## config.mk

```make
export PLATFORM = sky130hd
export DESIGN_NAME = mhf_filter
export DESIGN_NICKNAME = d
export VERILOG_FILES = /design/src/rtl/mhf_pkg.sv /design/src/rtl/mhf_crc_engine.sv /design/src/rtl/mhf_hash_table.sv /design/src/rtl/mhf_classify.sv /design/src/rtl/mhf_filter.sv
export SDC_FILE = /design/constraint.sdc
export NUM_CORES = 1
export LEC_CHECK = 0
export BUFFER_PORTS_ARGS = -buffer_cell sky130_fd_sc_hd__buf_2
export CAP_MARGIN = 5
export CORE_UTILIZATION = 28
export CTS_CLUSTER_DIAMETER = 60
export DETAILED_ROUTE_END_ITERATION = 12
export PLACE_DENSITY_LB_ADDON = 0.08
export RECOVER_POWER = 100
export SYNTH_ARGS = -nofsm -noshare
export SYNTH_HDL_FRONTEND = slang
export SYNTH_SLANG_ARGS = --single-unit
```

## constraint.sdc

```tcl
create_clock -name clk -period 2.5 [get_ports clk]
set_clock_uncertainty 0.15 [all_clocks]
set_input_delay 0 -clock clk [delete_from_list [all_inputs] [get_ports clk]]
set_output_delay 0 -clock clk [all_outputs]
set_load 0.01 [all_outputs]
```

## src/rtl/mhf_pkg.sv

```systemverilog
package mhf_pkg;
  localparam int MODE_W     = 6;
  localparam int MODE_ANY   = 0;
  localparam int MODE_PHYS  = 1;
  localparam int MODE_MCAST = 2;
  localparam int MODE_BCAST = 3;
  localparam int MODE_RUNT  = 4;
  localparam int MODE_ERR   = 5;

  typedef struct packed {
    logic accept;
    logic bcast;
    logic mcast;
    logic phys;
  } mhf_verdict_t;
endpackage

```

## src/rtl/mhf_crc_engine.sv

```systemverilog
module mhf_crc_engine #(
  parameter int ADDR_W = 48,
  parameter int CRC_W  = 32,
  parameter int IDX_W  = 6,
  parameter logic [CRC_W-1:0] POLY   = 32'h04C11DB6,
  parameter logic [CRC_W-1:0] PRESET = '1
) (
  input  logic              clk,
  input  logic              rst_n,
  input  logic              start,
  input  logic [ADDR_W-1:0] addr,
  output logic              busy,
  output logic              fin,
  output logic [IDX_W-1:0]  idx
);
  localparam int CNT_W = $clog2(ADDR_W);
  localparam logic [CNT_W-1:0] LAST = CNT_W'(ADDR_W - 1);

  logic [CRC_W-1:0]  crc_q, crc_d;
  logic [ADDR_W-1:0] sh_q, sh_d;
  logic [CNT_W-1:0]  cnt_q, cnt_d;
  logic              busy_q, busy_d, fin_q, fin_d;
  logic              carry;

  always_comb begin
    crc_d  = crc_q;
    sh_d   = sh_q;
    cnt_d  = cnt_q;
    busy_d = busy_q;
    fin_d  = 1'b0;
    carry  = 1'b0;
    if (start && !busy_q) begin
      crc_d  = PRESET;
      sh_d   = addr;
      cnt_d  = '0;
      busy_d = 1'b1;
    end else if (busy_q) begin
      carry = crc_q[CRC_W-1] ^ sh_q[0];
      crc_d = {crc_q[CRC_W-2:0], 1'b0};
      if (carry) crc_d = (crc_d ^ POLY) | {{(CRC_W-1){1'b0}}, 1'b1};
      sh_d  = sh_q >> 1;
      cnt_d = cnt_q + 1'b1;
      if (cnt_q == LAST) begin
        busy_d = 1'b0;
        fin_d  = 1'b1;
      end
    end
  end

  always_ff @(posedge clk or negedge rst_n) begin
    if (!rst_n) begin
      crc_q  <= '0;
      sh_q   <= '0;
      cnt_q  <= '0;
      busy_q <= 1'b0;
      fin_q  <= 1'b0;
    end else begin
      crc_q  <= crc_d;
      sh_q   <= sh_d;
      cnt_q  <= cnt_d;
      busy_q <= busy_d;
      fin_q  <= fin_d;
    end
  end

  assign busy = busy_q;
  assign fin  = fin_q;
  assign idx  = crc_q[CRC_W-1 -: IDX_W];
endmodule

```

## src/rtl/mhf_hash_table.sv

```systemverilog
module mhf_hash_table #(
  parameter int IDX_W = 6,
  parameter int REG_W = 32,
  localparam int NREG  = (1 << IDX_W) / REG_W,
  localparam int SEL_W = (NREG > 1) ? $clog2(NREG) : 1
) (
  input  logic             clk,
  input  logic             rst_n,
  input  logic             wr_en,
  input  logic [SEL_W-1:0] wr_sel,
  input  logic [REG_W-1:0] wr_data,
  input  logic [SEL_W-1:0] rd_sel,
  output logic [REG_W-1:0] rd_data,
  input  logic [IDX_W-1:0] idx,
  output logic             hit
);
  logic [NREG-1:0][REG_W-1:0] bank_q, bank_d;
  logic [NREG-1:0]            we;
  logic [NREG*REG_W-1:0]      flat;

  for (genvar g = 0; g < NREG; g++) begin : g_we
    assign we[g] = wr_en && (wr_sel == SEL_W'(g));
  end

  always_comb begin
    bank_d = bank_q;
    for (int k = 0; k < NREG; k++) begin
      if (we[k]) bank_d[k] = wr_data;
    end
  end

  always_ff @(posedge clk or negedge rst_n) begin
    if (!rst_n) bank_q <= '0;
    else        bank_q <= bank_d;
  end

  assign rd_data = bank_q[rd_sel];
  assign flat    = bank_q;
  assign hit     = flat[idx];
endmodule

```

## src/rtl/mhf_classify.sv

```systemverilog
module mhf_classify
  import mhf_pkg::*;
#(
  parameter int ADDR_W = 48
) (
  input  logic [ADDR_W-1:0] addr,
  input  logic [ADDR_W-1:0] station,
  input  logic [MODE_W-1:0] mode,
  input  logic              runt,
  input  logic              err,
  input  logic              hash_hit,
  output mhf_verdict_t      verdict
);
  logic bcast, group, gate, pass;

  always_comb begin
    bcast = &addr;
    group = addr[0] && !bcast;
    verdict.bcast = bcast;
    verdict.mcast = group && hash_hit;
    verdict.phys  = (addr == station);
    gate = (!runt || mode[MODE_RUNT]) && (!err || mode[MODE_ERR]);
    pass = mode[MODE_ANY]
         || (verdict.phys  && mode[MODE_PHYS])
         || (verdict.mcast && mode[MODE_MCAST])
         || (verdict.bcast && mode[MODE_BCAST]);
    verdict.accept = gate && pass;
  end
endmodule

```

## src/rtl/mhf_filter.sv

```systemverilog
module mhf_filter
  import mhf_pkg::*;
#(
  parameter int ADDR_W = 48,
  parameter int CRC_W  = 32,
  parameter int IDX_W  = 6,
  parameter int REG_W  = 32
) (
  input  logic              clk,
  input  logic              rst_n,
  input  logic              req_valid,
  input  logic [ADDR_W-1:0] req_addr,
  input  logic [MODE_W-1:0] req_mode,
  input  logic              req_runt,
  input  logic              req_err,
  input  logic [ADDR_W-1:0] station_addr,
  input  logic              reg_wr_en,
  input  logic              reg_wr_sel,
  input  logic [REG_W-1:0]  reg_wr_data,
  input  logic              reg_rd_sel,
  output logic [REG_W-1:0]  reg_rd_data,
  output logic              done,
  output logic              accept,
  output logic              hit_bcast,
  output logic              hit_mcast,
  output logic              hit_phys,
  output logic [IDX_W-1:0]  hash_idx
);
  logic              busy, fin, hash_hit, take;
  logic [IDX_W-1:0]  idx;
  logic [ADDR_W-1:0] addr_q, addr_d, stn_q, stn_d;
  logic [MODE_W-1:0] mode_q, mode_d;
  logic              runt_q, runt_d, err_q, err_d;
  mhf_verdict_t      verdict, res_q, res_d;
  logic [IDX_W-1:0]  idx_q, idx_d;
  logic              done_q;

  assign take = req_valid && !busy;

  mhf_crc_engine #(.ADDR_W(ADDR_W), .CRC_W(CRC_W), .IDX_W(IDX_W)) u_crc (
    .clk(clk), .rst_n(rst_n), .start(req_valid), .addr(req_addr),
    .busy(busy), .fin(fin), .idx(idx)
  );

  mhf_hash_table #(.IDX_W(IDX_W), .REG_W(REG_W)) u_tab (
    .clk(clk), .rst_n(rst_n), .wr_en(reg_wr_en), .wr_sel(reg_wr_sel),
    .wr_data(reg_wr_data), .rd_sel(reg_rd_sel), .rd_data(reg_rd_data),
    .idx(idx), .hit(hash_hit)
  );

  mhf_classify #(.ADDR_W(ADDR_W)) u_cls (
    .addr(addr_q), .station(stn_q), .mode(mode_q), .runt(runt_q),
    .err(err_q), .hash_hit(hash_hit), .verdict(verdict)
  );

  always_comb begin
    addr_d = take ? req_addr     : addr_q;
    stn_d  = take ? station_addr : stn_q;
    mode_d = take ? req_mode     : mode_q;
    runt_d = take ? req_runt     : runt_q;
    err_d  = take ? req_err      : err_q;
    res_d  = fin  ? verdict      : res_q;
    idx_d  = fin  ? idx          : idx_q;
  end

  always_ff @(posedge clk or negedge rst_n) begin
    if (!rst_n) begin
      addr_q <= '0;
      stn_q  <= '0;
      mode_q <= '0;
      runt_q <= 1'b0;
      err_q  <= 1'b0;
      res_q  <= '0;
      idx_q  <= '0;
      done_q <= 1'b0;
    end else begin
      addr_q <= addr_d;
      stn_q  <= stn_d;
      mode_q <= mode_d;
      runt_q <= runt_d;
      err_q  <= err_d;
      res_q  <= res_d;
      idx_q  <= idx_d;
      done_q <= fin;
    end
  end

  assign done      = done_q;
  assign accept    = res_q.accept;
  assign hit_bcast = res_q.bcast;
  assign hit_mcast = res_q.mcast;
  assign hit_phys  = res_q.phys;
  assign hash_idx  = idx_q;
endmodule

```

==> results of run 1 <==
==> worst max-delay path, cell delays in order (launching register included) <==
cell and delay (ps):
dfrtp_2 390, buf_12 130, buf_6 100, mux4_2 470
mux2i_1 140, mux2i_1 120, a2111oi_2 420, nor2_1 70
mux2_4 260
==> flip-flops by register name, indices dropped and copies added (netlist names) <==
register and flops:
u_crc.cnt_q 6, accept 1, hash_idx 6, err_q 1
runt_q 1, u_crc.fin 1, u_crc.crc_q 32, u_crc.busy 1
hit_bcast 1, hit_phys 1, addr_q 48, u_tab.bank_q 64
u_crc.sh_q 48, done 1, hit_mcast 1, mode_q 6
stn_q 48
==> worst max-delay path by stage <==
| stage | slack, ps | depth (start not counted) | endpoint |
|---|---|---|---|
| 2_1_floorplan | 250 | 7 | hit_mcast |
| 3_3_place_gp | -20 | 7 | hit_mcast |
| 3_5_place_dp | -30 | 8 | hit_mcast |
| 4_1_cts | 4 | 9 | hit_mcast |
| 5_1_grt | -0.6 | 8 | hit_mcast |
| 6_report | 120 | 8 | hit_mcast |
==> power by group through the flow <==
stage	logic [mW]	registers (mW)	clock network (mW)
2_1_floorplan	3.47	6.94	0
3_3_place_gp	4.88	7.43	0
3_5_place_dp	4.92	7.44	0
4_1_cts	5.26	7.39	5.52
5_1_grt	5.78	7.60	5.69
6_report	5.06	7.36	5.36
==> synthesized netlist by cell type (all sizes together) (4+ instances only) <==
cell type  instances
mux2i             54
inv                6
dfrtp            267
clkbuf            47
mux2             109
xor2              50
a21oi             18
mux4              14
buf               23
nand2            375
o21ai             66
nor4              16
nor2              39
nor2b              4
nand4             17
xnor2             14
==> final cells by class <==
type / instances / area, um^2 / share of cell area [%]
inverters: 6 / 22.5 / 0.138
repair buffers: 359 / 2620 / 16.0
flip-flops and latches: 267 / 6680 / 40.8
well taps: 539 / 674 / 4.12
clock buffers: 53 / 1080 / 6.57
multi-input cells: 804 / 5130 / 31.4
clock inverters: 10 / 155 / 0.948
==> what timing repair did <==
item	in CTS	in global routing
pin swaps	4	4
gates cloned	1	0
endpoints found under the hold margin	486	0
gates resized for setup	5	9
setup buffers	3	0
hold buffers	140	0
endpoints found under the setup margin	2	2
==> per-layer routing <==
layer	vias up	part of all wire [%]	global-route usage (%)
met1	4538	46	23.6
met2	151	48	28.5
met4	4	1.8	4.98
li1	4500	-	-
met3	43	4.2	3.25
met5	-	0.062	0
==> kinds of logic (layout without fill, tap and decap cells) <==
kind of cell / after synthesis / count (layout) / synth area share [%]
flip-flops: 267 / 267 / 55.3
XOR/XNOR: 64 / 64 / 4.64
AND/OR/NAND/NOR: 463 / 463 / 15.5
buffers and inverters: 76 / 428 / 2.50
AO/OA/AOI/OAI: 99 / 99 / 4.56
multiplexers: 177 / 177 / 17.4
adder cells (fa/ha/maj): 1 / 1 / 0.104
==> results by group, run 1 <==
Route
  • Post-route ant nets: 0
  • Routed wire length: 37400 um
  • Drt drc: 0
  • Via Count: roughly 9000
  • Routed vias/inst: roughly 4.5
  • DRT iter0 DRCs: between 300 and 400
  • Routed wire per std cell: 18.3 um
  • 1st-pass router iterations: 5

Power and ir drop
  • Comb pwr share: 28.5%
  • Power Total: 17.8 mW
  • Pwr dens: between 1000 and 1500 mW/mm^2
  • Int Pwr: around 12 mW
  • Clk pwr share: about 30%
  • Leak: around 7.8 nW
  • Switching share of power: between 30 and 40%
  • Worst vdd ir: ~460 uV
  • Sequential share of power: approximately two fifths
  • Psw: 5.93 mW

STA
  • Fmax: roughly 420 MHz
  • Period utilisation layout: about 95%
  • Minimum clock period: 2380 ps
  • Max Slew Vio Count: 0
  • Hold slack: ~38 ps
  • Final Hold Vio Count: 0
  • Total negative slack: 0 ps
  • Max_slew headroom: around 29%
  • Final WS setup: roughly 120 ps
  • Worst-margin pin slew: 1070 ps
  • Final Setup Violations: 0

Setup path
  • Worst Reg-to-Reg Cells: 8
  • Worst-path fanout max: 6
  • CP Class: register to register
  • Crit path launch: u_crc.crc_q[26]
  • Worst Path Required: 2760 ps
  • Reg2reg setup slack: 120 ps
  • Worst path arrival time: approximately 2600 ps
  • CP Capture Type: register
  • Type of origin of the critical path: register
  • Reg2reg end: hit_mcast
  • R2r startpoint: u_crc.crc_q[26]

Floorplanning
  • Die Y: roughly 210 um
  • Core region area: roughly 0.042 mm^2
  • Row count: 75
  • Boundary Pins: about 190
  • Die area: approximately 0.044 mm^2
  • Horiz. Die Dim: roughly 210 um
  • Initial Utilization: between 20% and 30%

Synth
  • Mapped Nets: roughly 1300
  • Sequential-to-total area share from yosys stat: about 55%
  • Area contributors post-synth: dfrtp_1 (55%), nand2_1 (12%), mux2_2 (10%)
  • Unique cell type count in the Yosys netlist: 37
  • Ys Warns: 0
  • Prevailing post-synth register cell: dfrtp_1
  • Yosys reg bits: roughly 270
  • Mean Syn Cell Area: approximately 11 um^2
  • Post-synth ARST share: 100%
  • Share of the synthesized area in the top cell type: a little under three fifths
  • Post-synth EDFFs: 0
  • Cell Area, Synth: 0.0121 mm^2
  • Synth area leader: dfrtp_1
  • Syn Inst Count: approximately 1100

Finish
  • Fraction of layout cells with a size suffix above 1: roughly a quarter
  • Design area: 0.0164 mm^2
  • Nets: approximately 1600
  • Synth-to-Final Area Change: 35.5%
  • Most frequent cells in the layout: nand2_1 (375), dfrtp_1 (266), buf_2 (150)
  • Core Util, Final: about two fifths
  • Layout fillers: between 4000 and 5000
  • Final std cells w/o fill: around 2000
  • Antenna cells: 0
  • Commonest non-fill, non-tap cell in the layout: nand2_1

Hold path
  • Hold depth: 4
  • Worst Hold Launch: reg_wr_en
  • Hold Path Sink: u_tab.bank_q[34]
  • Worst min path class: input port to register

Clocking
  • Clk sinks: between 200 and 300
  • Clock root buffer: clkbuf_16
  • CTS Buffer Depth: 3
  • Reg clk slew, reported paths: 60 ps
  • H-tree Lvls: 2
  • Total CTS buffers: 35
  • Clk Latency, worst-skew pair: between 500 and 600 ps
  • CTS tree: done

Placed design
  • Final HPWL DP: 25600 um
  • Pre-CTS setup slack: -32.0 ps
  • Final GP Congestion: between 0.7 and 0.8
  • Port-buffer cells: 184
  • Post-DP Area: about 0.014 mm^2
  • Dpl cells: around 1800

GRT
  • Global-route usage over all layers: ~17%
  • Vias in the first global route: 9739
  • Initial antenna violation count: 2
  • Grt total ovfl: 0
  • Global-route wire length before repair: between 50000 and 60000 um
  • Pin count of the biggest net entering global routing: 86

Flow run
  • Max-capacitance violation count: 0

Outcome
  • Outcome: finished clean
No activity file was read; power rests on OpenSTA's default activity.
==> run 2, diff against run 1 <==
ABC_AREA = 1   (was default)
==> results by group, run 2 <==
GRT
  • Global-route usage over all layers: around 17%
  • Pin count of the biggest net entering global routing: 92
  • Grt total ovfl: 0
  • Vias in the first global route: between 10000 and 15000
  • Initial antenna violation count: 0
  • Global-route wire length before repair: around 58000 um

Power and ir drop
  • Leak: ~8 nW
  • Worst vdd ir: 473 uV
  • Pwr dens: about 1100 mW/mm^2

Setup path
  • CP Class: register to register
  • Slowest Stage Delay on Critical Path: about 680 ps
  • CP Capture Type: register
  • Worst Path Required: 2800 ps
  • CP cell instances: inv_1, nand2_4, inv_4, clkbuf_2, nand2_1, o211ai_1
  • Type of origin of the critical path: register
  • Reg2reg end: u_crc.sh_q[38]
  • Reg2reg setup slack: about 300 ps
  • Worst Reg-to-Reg Cells: 6
  • Worst-path fanout max: 41
  • Critical-path top delay cell: clkbuf_2
  • Worst path arrival time: 2500 ps
  • R2r startpoint: u_crc.busy

Synth
  • Compound-Gate Fraction of Synth Area: ~11%
  • Mapped Nets: around 1600
  • Cell Area, Synth: 0.0120 mm^2
  • XOR/XNOR Fraction of Synth Area: a little over 3%
  • Area contributors post-synth: dfrtp_1 (56%), nand2_1 (16%), inv_1 (5.4%)
  • Multiplexer share of the synthesized area: 0%
  • Ys Warns: 0
  • Synth area leader: dfrtp_1
  • Sequential-to-total area share from yosys stat: a little under three fifths
  • Count leader, synth: nand2_1
  • Simple logic cell fraction of the synthesized area: 22.0%
  • Adder-Cell Fraction of Synth Area: less than 1%
  • Post-synth EDFFs: 0
  • Unique cell type count in the Yosys netlist: 32
  • Syn Inst Count: 1450
  • Largest family of logic cells by synthesized area: simple AND/OR/NAND/NOR gates
  • Share of the synthesized area in the top cell type: a little under three fifths
  • Post-synth ARST share: 100%
  • Mean Syn Cell Area: between 8 and 9 um^2
  • Synth cell count leaders: nand2_1 (516), dfrtp_1 (267), inv_1 (172)
  • Prevailing post-synth register cell: dfrtp_1
  • Yosys reg bits: about 270

Finish
  • Synth-to-Final Area Change: 34.1%
  • FF+latch area: between 0.006 and 0.007 mm^2
  • Commonest non-fill, non-tap cell in the layout: nand2_1
  • Most frequent cells in the layout: nand2_1 (516), dfrtp_1 (267), inv_1 (173)
  • Max reg flops: 64
  • Core Util, Final: around two fifths
  • Antenna cells: 0
  • Final std cells w/o fill: between 2000 and 2500
  • Area of the multi-input gates: ~0.0044 mm^2
  • Fraction of layout cells with a size suffix above 1: 11.8%
  • Reg with most FFs: u_tab.bank_q
  • Nets: ~1900
  • Layout fillers: 4397

Clocking
  • Clock root buffer: clkbuf_16
  • CTS Buffer Depth: 3
  • Cts hold-fix bufs: approximately 160
  • Resized cells post-CTS: 0
  • Reg clk slew, reported paths: about 50 ps
  • Clk Latency, worst-skew pair: about 550 ps
  • H-tree Lvls: 2
  • Clk sinks: approximately 270
  • Post-CTS Setup Repair Bufs: 0
  • Total CTS buffers: 35
  • CTS tree: done

Placed design
  • Dpl cells: 2120
  • Pre-CTS setup slack: around 510 ps
  • Final GP Congestion: 0.751
  • Port-buffer cells: ~180
  • Final HPWL DP: ~23000 um

Route
  • Routed vias/inst: between 4 and 5
  • DRT iter0 DRCs: 562
  • 1st-pass router iterations: 6
  • Via Count: 10400
  • Routed wire per std cell: roughly 15 um
  • Post-route ant nets: 0
  • Drt drc: 0
  • Routed wire length: 35700 um

Floorplanning
  • Boundary Pins: between 150 and 200
  • Horiz. Die Dim: 209 um
  • Initial Utilization: around 29%
  • Row count: 75
  • Die Y: roughly 210 um
  • Core region area: between 0.04 and 0.05 mm^2
  • Die area: ~0.044 mm^2

STA
  • RSZ-0062 raised after global routing: false
  • Final Hold Vio Count: 0
  • Max_slew headroom: a little under a fifth
  • Worst-margin pin slew: roughly 1200 ps
  • Final WS setup: approximately 300 ps
  • Max Slew Vio Count: 0
  • Final Setup Violations: 0
  • Total negative slack: 0 ps
  • Fmax: approximately 450 MHz
  • Period utilisation layout: 88.1%
  • Hold slack: roughly 38 ps
  • Minimum clock period: ~2200 ps

Flow run
  • Max-capacitance violation count: 0

Hold path
  • Hold depth: 4
  • Hold Path Sink: stn_q[23]
  • Worst Hold Launch: station_addr[23]
  • Worst min path class: input port to register

Outcome
  • Outcome: finished clean
-- run 2: cell types whose count changed after synthesis, moves of 13 or more --
cell and change:
nand2_1 +141, nand3_1 +62, mux2_2 -109, o211ai_1 +13
xor2_1 -50, o21ai_0 +60, o221ai_1 +26, nor2_1 +18
xnor2_1 +28, inv_1 +166, mux2i_1 -54, nor4_1 -16
-- run 2: how the worst max path moves through the flow --
stage	slack, ps	startpoint	cells after the start	to
6_report	300	u_crc.busy	6	u_crc.sh_q[38]
5_1_grt	120	u_crc.busy	6	u_crc.sh_q[41]
4_1_cts	470	addr_q[35]	11	accept
3_5_place_dp	510	addr_q[35]	11	accept
3_3_place_gp	520	addr_q[35]	11	accept
2_1_floorplan	880	u_crc.crc_q[26]	13	accept
-- run 2: cell families after synthesis --
group           count (synthesis)
simple gates                  665
flops                         267
buf+inv                       250
compound gates                225
xor+xnor                       42
fa+ha+maj                       1
-- run 2: cell type report --
cell class | instances | area share (%)
clock inverters | 8 | 0.512
flip-flops and latches | 267 | 41.4
multi-input cells | 933 | 27.0
clock buffers | 54 | 6.25
well taps | 539 | 4.18
inverters | 178 | 4.18
repair buffers | 365 | 16.4
-- run 2: power by group --
part / switching (mW) / internal [mW] / leakage, nW
logic: 2.89 / 2.26 / 4.09
registers: 1.12 / 5.95 / 3.35
clock network: 1.96 / 2.89 / 0.530
total: 5.97 / 11.1 / 7.98
-- run 2: metrics by stage --
step / total power [mW] / instance area, um^2
after global routing: 18.5 / 16100
after CTS: 17.4 / 16200
after floorplan: 10.7 / 12000
after global placement: 12.1 / 13500
after detailed placement: 12.2 / 13500
final: 17.1 / 16100
-- run 2: critical path: cells and delay by family, from the launching register on --
family          cells  cell delay (ps)
simple gates        2              320
buf+inv             3             1090
compound gates      1              150
flops               1              370
-- run 2: routing by layer --
metal	up-vias	GRT usage (%)	wire length, um
li1	5245	-	-
met1	4887	23.3	17600
met2	169	26.1	16000
met3	56	3.04	1220
met4	0	5.45	921
met5	-	0	0
==> run 3, diff against run 2 <==
PLACE_DENSITY = 0.49   (was default)
PLACE_DENSITY_LB_ADDON = default   (was 0.08)
==> results by group, run 3 (synthesized netlist as in run 2, its figures left out) <==
Outcome
  • Outcome: finished clean

Floorplanning
  • Die Y: ~210 um
  • Initial Utilization: about 29%
  • Die area: 0.0438 mm^2
  • Horiz. Die Dim: 209 um
  • Row count: 75
  • Core region area: around 0.042 mm^2
  • Boundary Pins: between 150 and 200

GRT
  • Global-route wire length before repair: approximately 56000 um
  • Pin count of the biggest net entering global routing: just under 90
  • M3 GR Usage: between 2 and 3%
  • M2 GR Usage: between 20 and 30%
  • Most used routing layer: met2
  • Grt total ovfl: 0
  • Global-route usage over all layers: approximately 16%
  • Initial antenna violation count: 0
  • GR Layer Usage met1: about 22%
  • Vias in the first global route: ~11000

Clocking
  • CTS Buffer Depth: 3
  • CTS tree: done
  • Clk Latency, worst-skew pair: between 500 and 600 ps
  • H-tree Lvls: 2
  • Post-CTS Setup Repair Bufs: 0
  • Total CTS buffers: 34
  • Clk sinks: approximately 270
  • Clock root buffer: clkbuf_16
  • Reg clk slew, reported paths: ~60 ps

STA
  • Fmax: 427 MHz
  • Final Setup Violations: 0
  • Hold slack: 59.6 ps
  • Period utilisation layout: between 90% and 100%
  • Worst-margin pin slew: ~1200 ps
  • RSZ-0062 raised after global routing: false
  • Total negative slack: 0 ps
  • Max Slew Vio Count: 0
  • Max_slew headroom: between 10% and 20%
  • Final WS setup: about 160 ps
  • Final Hold Vio Count: 0
  • Minimum clock period: around 2300 ps

Setup path
  • CP Class: register to register
  • Worst Reg-to-Reg Cells: 7
  • Type of origin of the critical path: register
  • Reg2reg setup slack: 160 ps
  • Reg2reg end: stn_q[20]
  • Crit path launch: u_crc.busy
  • Worst-path fanout max: between 40 and 50
  • Worst path arrival time: ~2700 ps
  • Worst Path Required: between 2000 and 3000 ps
  • R2r startpoint: u_crc.busy
  • CP Capture Type: register

Finish
  • Design area: approximately 0.016 mm^2
  • Most frequent cells in the layout: nand2_1 (516), dfrtp_1 (267), inv_1 (172)
  • Fraction of layout cells with a size suffix above 1: 12.1%
  • Commonest non-fill, non-tap cell in the layout: nand2_1
  • Reg with most FFs: u_tab.bank_q
  • Antenna cells: 0
  • Nets: slightly below 2000
  • Max reg flops: 64
  • Synth-to-Final Area Change: 34.1%

Route
  • Routed wire per std cell: roughly 15 um
  • Post-route ant nets: 0
  • Drt drc: 0
  • Routed vias/inst: ~4.5
  • DRT iter0 DRCs: around 680
  • Routed wire length: around 34000 um
  • Via Count: 10500
  • 1st-pass router iterations: 5

Power and ir drop
  • Worst vdd ir: between 500 and 600 uV
  • Leak: around 7.9 nW
  • Pwr dens: about 1000 mW/mm^2

Hold path
  • Hold depth: 4
  • Hold Path Sink: stn_q[7]
  • Worst min path class: input port to register
  • Worst Hold Launch: station_addr[7]

Placed design
  • Pre-CTS setup slack: ~540 ps
  • Final GP Congestion: 0.792
  • Final HPWL DP: 22900 um
  • Port-buffer cells: ~180
  • Post-DP Area: 0.0135 mm^2

Flow run
  • Max-capacitance violation count: 0
run 3: changes by cell type in the layout (fill, tap and decap cells not counted), sizes merged:
cell | before | now
dlygate4sd3 | 161 | 168
clkinvlp | 1 | 2
inv | 180 | 178
clkbuf | 107 | 102
run 3: how the worst max path moves through the flow:
stage / cells past startpoint / slack (ps) / to
floorplan: 13 / 880 / accept
global placement: 11 / 550 / accept
detailed placement: 12 / 540 / accept
CTS: 7 / 150 / stn_q[20]
global route: 6 / 20 / u_crc.crc_q[7]
finish: 7 / 160 / stn_q[20]
run 3: cell type report:
cell class              instances  area, um^2
flip-flops and latches        267        6680
repair buffers                375        2700
fillers                      4326       26000
clock inverters                 7        75.1
multi-input cells             933        4350
clock buffers                  46         967
well taps                     539         674
inverters                     178         673
run 3: metrics by stage:
| step | cells | total power, mW | util, % |
|---|---|---|---|
| 2_1_floorplan | 1450 | 10.7 | - |
| 3_3_place_gp | 2123 | 12.0 | 32.1 |
| 3_5_place_dp | 2123 | 12.2 | 32.1 |
| 4_1_cts | 2345 | 17.1 | 38.6 |
| 5_1_grt | 2345 | 18.2 | 38.3 |
| 6_report | 2345 | 16.8 | 38.3 |
run 3: repair_timing:
item	4_1_cts	5_1_grt
endpoints found under the hold margin	504	0
gates resized for setup	0	0
hold buffers	169	0
run 3: per-layer routing:
metal | wire length, um | vias up
met5 | 0 | -
met4 | 675 | 0
met3 | 1320 | 46
met2 | 15600 | 207
met1 | 16800 | 4985
li1 | - | 5263
run 3: power breakdown:
part,total [mW],internal [mW],switching (mW)
sequential,7.08,5.95,1.13
clock,4.63,2.80,1.83
combinational,5.13,2.24,2.88
total,16.8,11.0,5.85
run 3: worst max-delay path, cell delays in order (launching register included):
cell and delay (ps):
dfrtp_1 380, inv_2 70, nand2_2 60, inv_4 310, nand2_1 90, dlygate4sd3_1 560
o21ai_0 70, dlygate4sd3_1 560
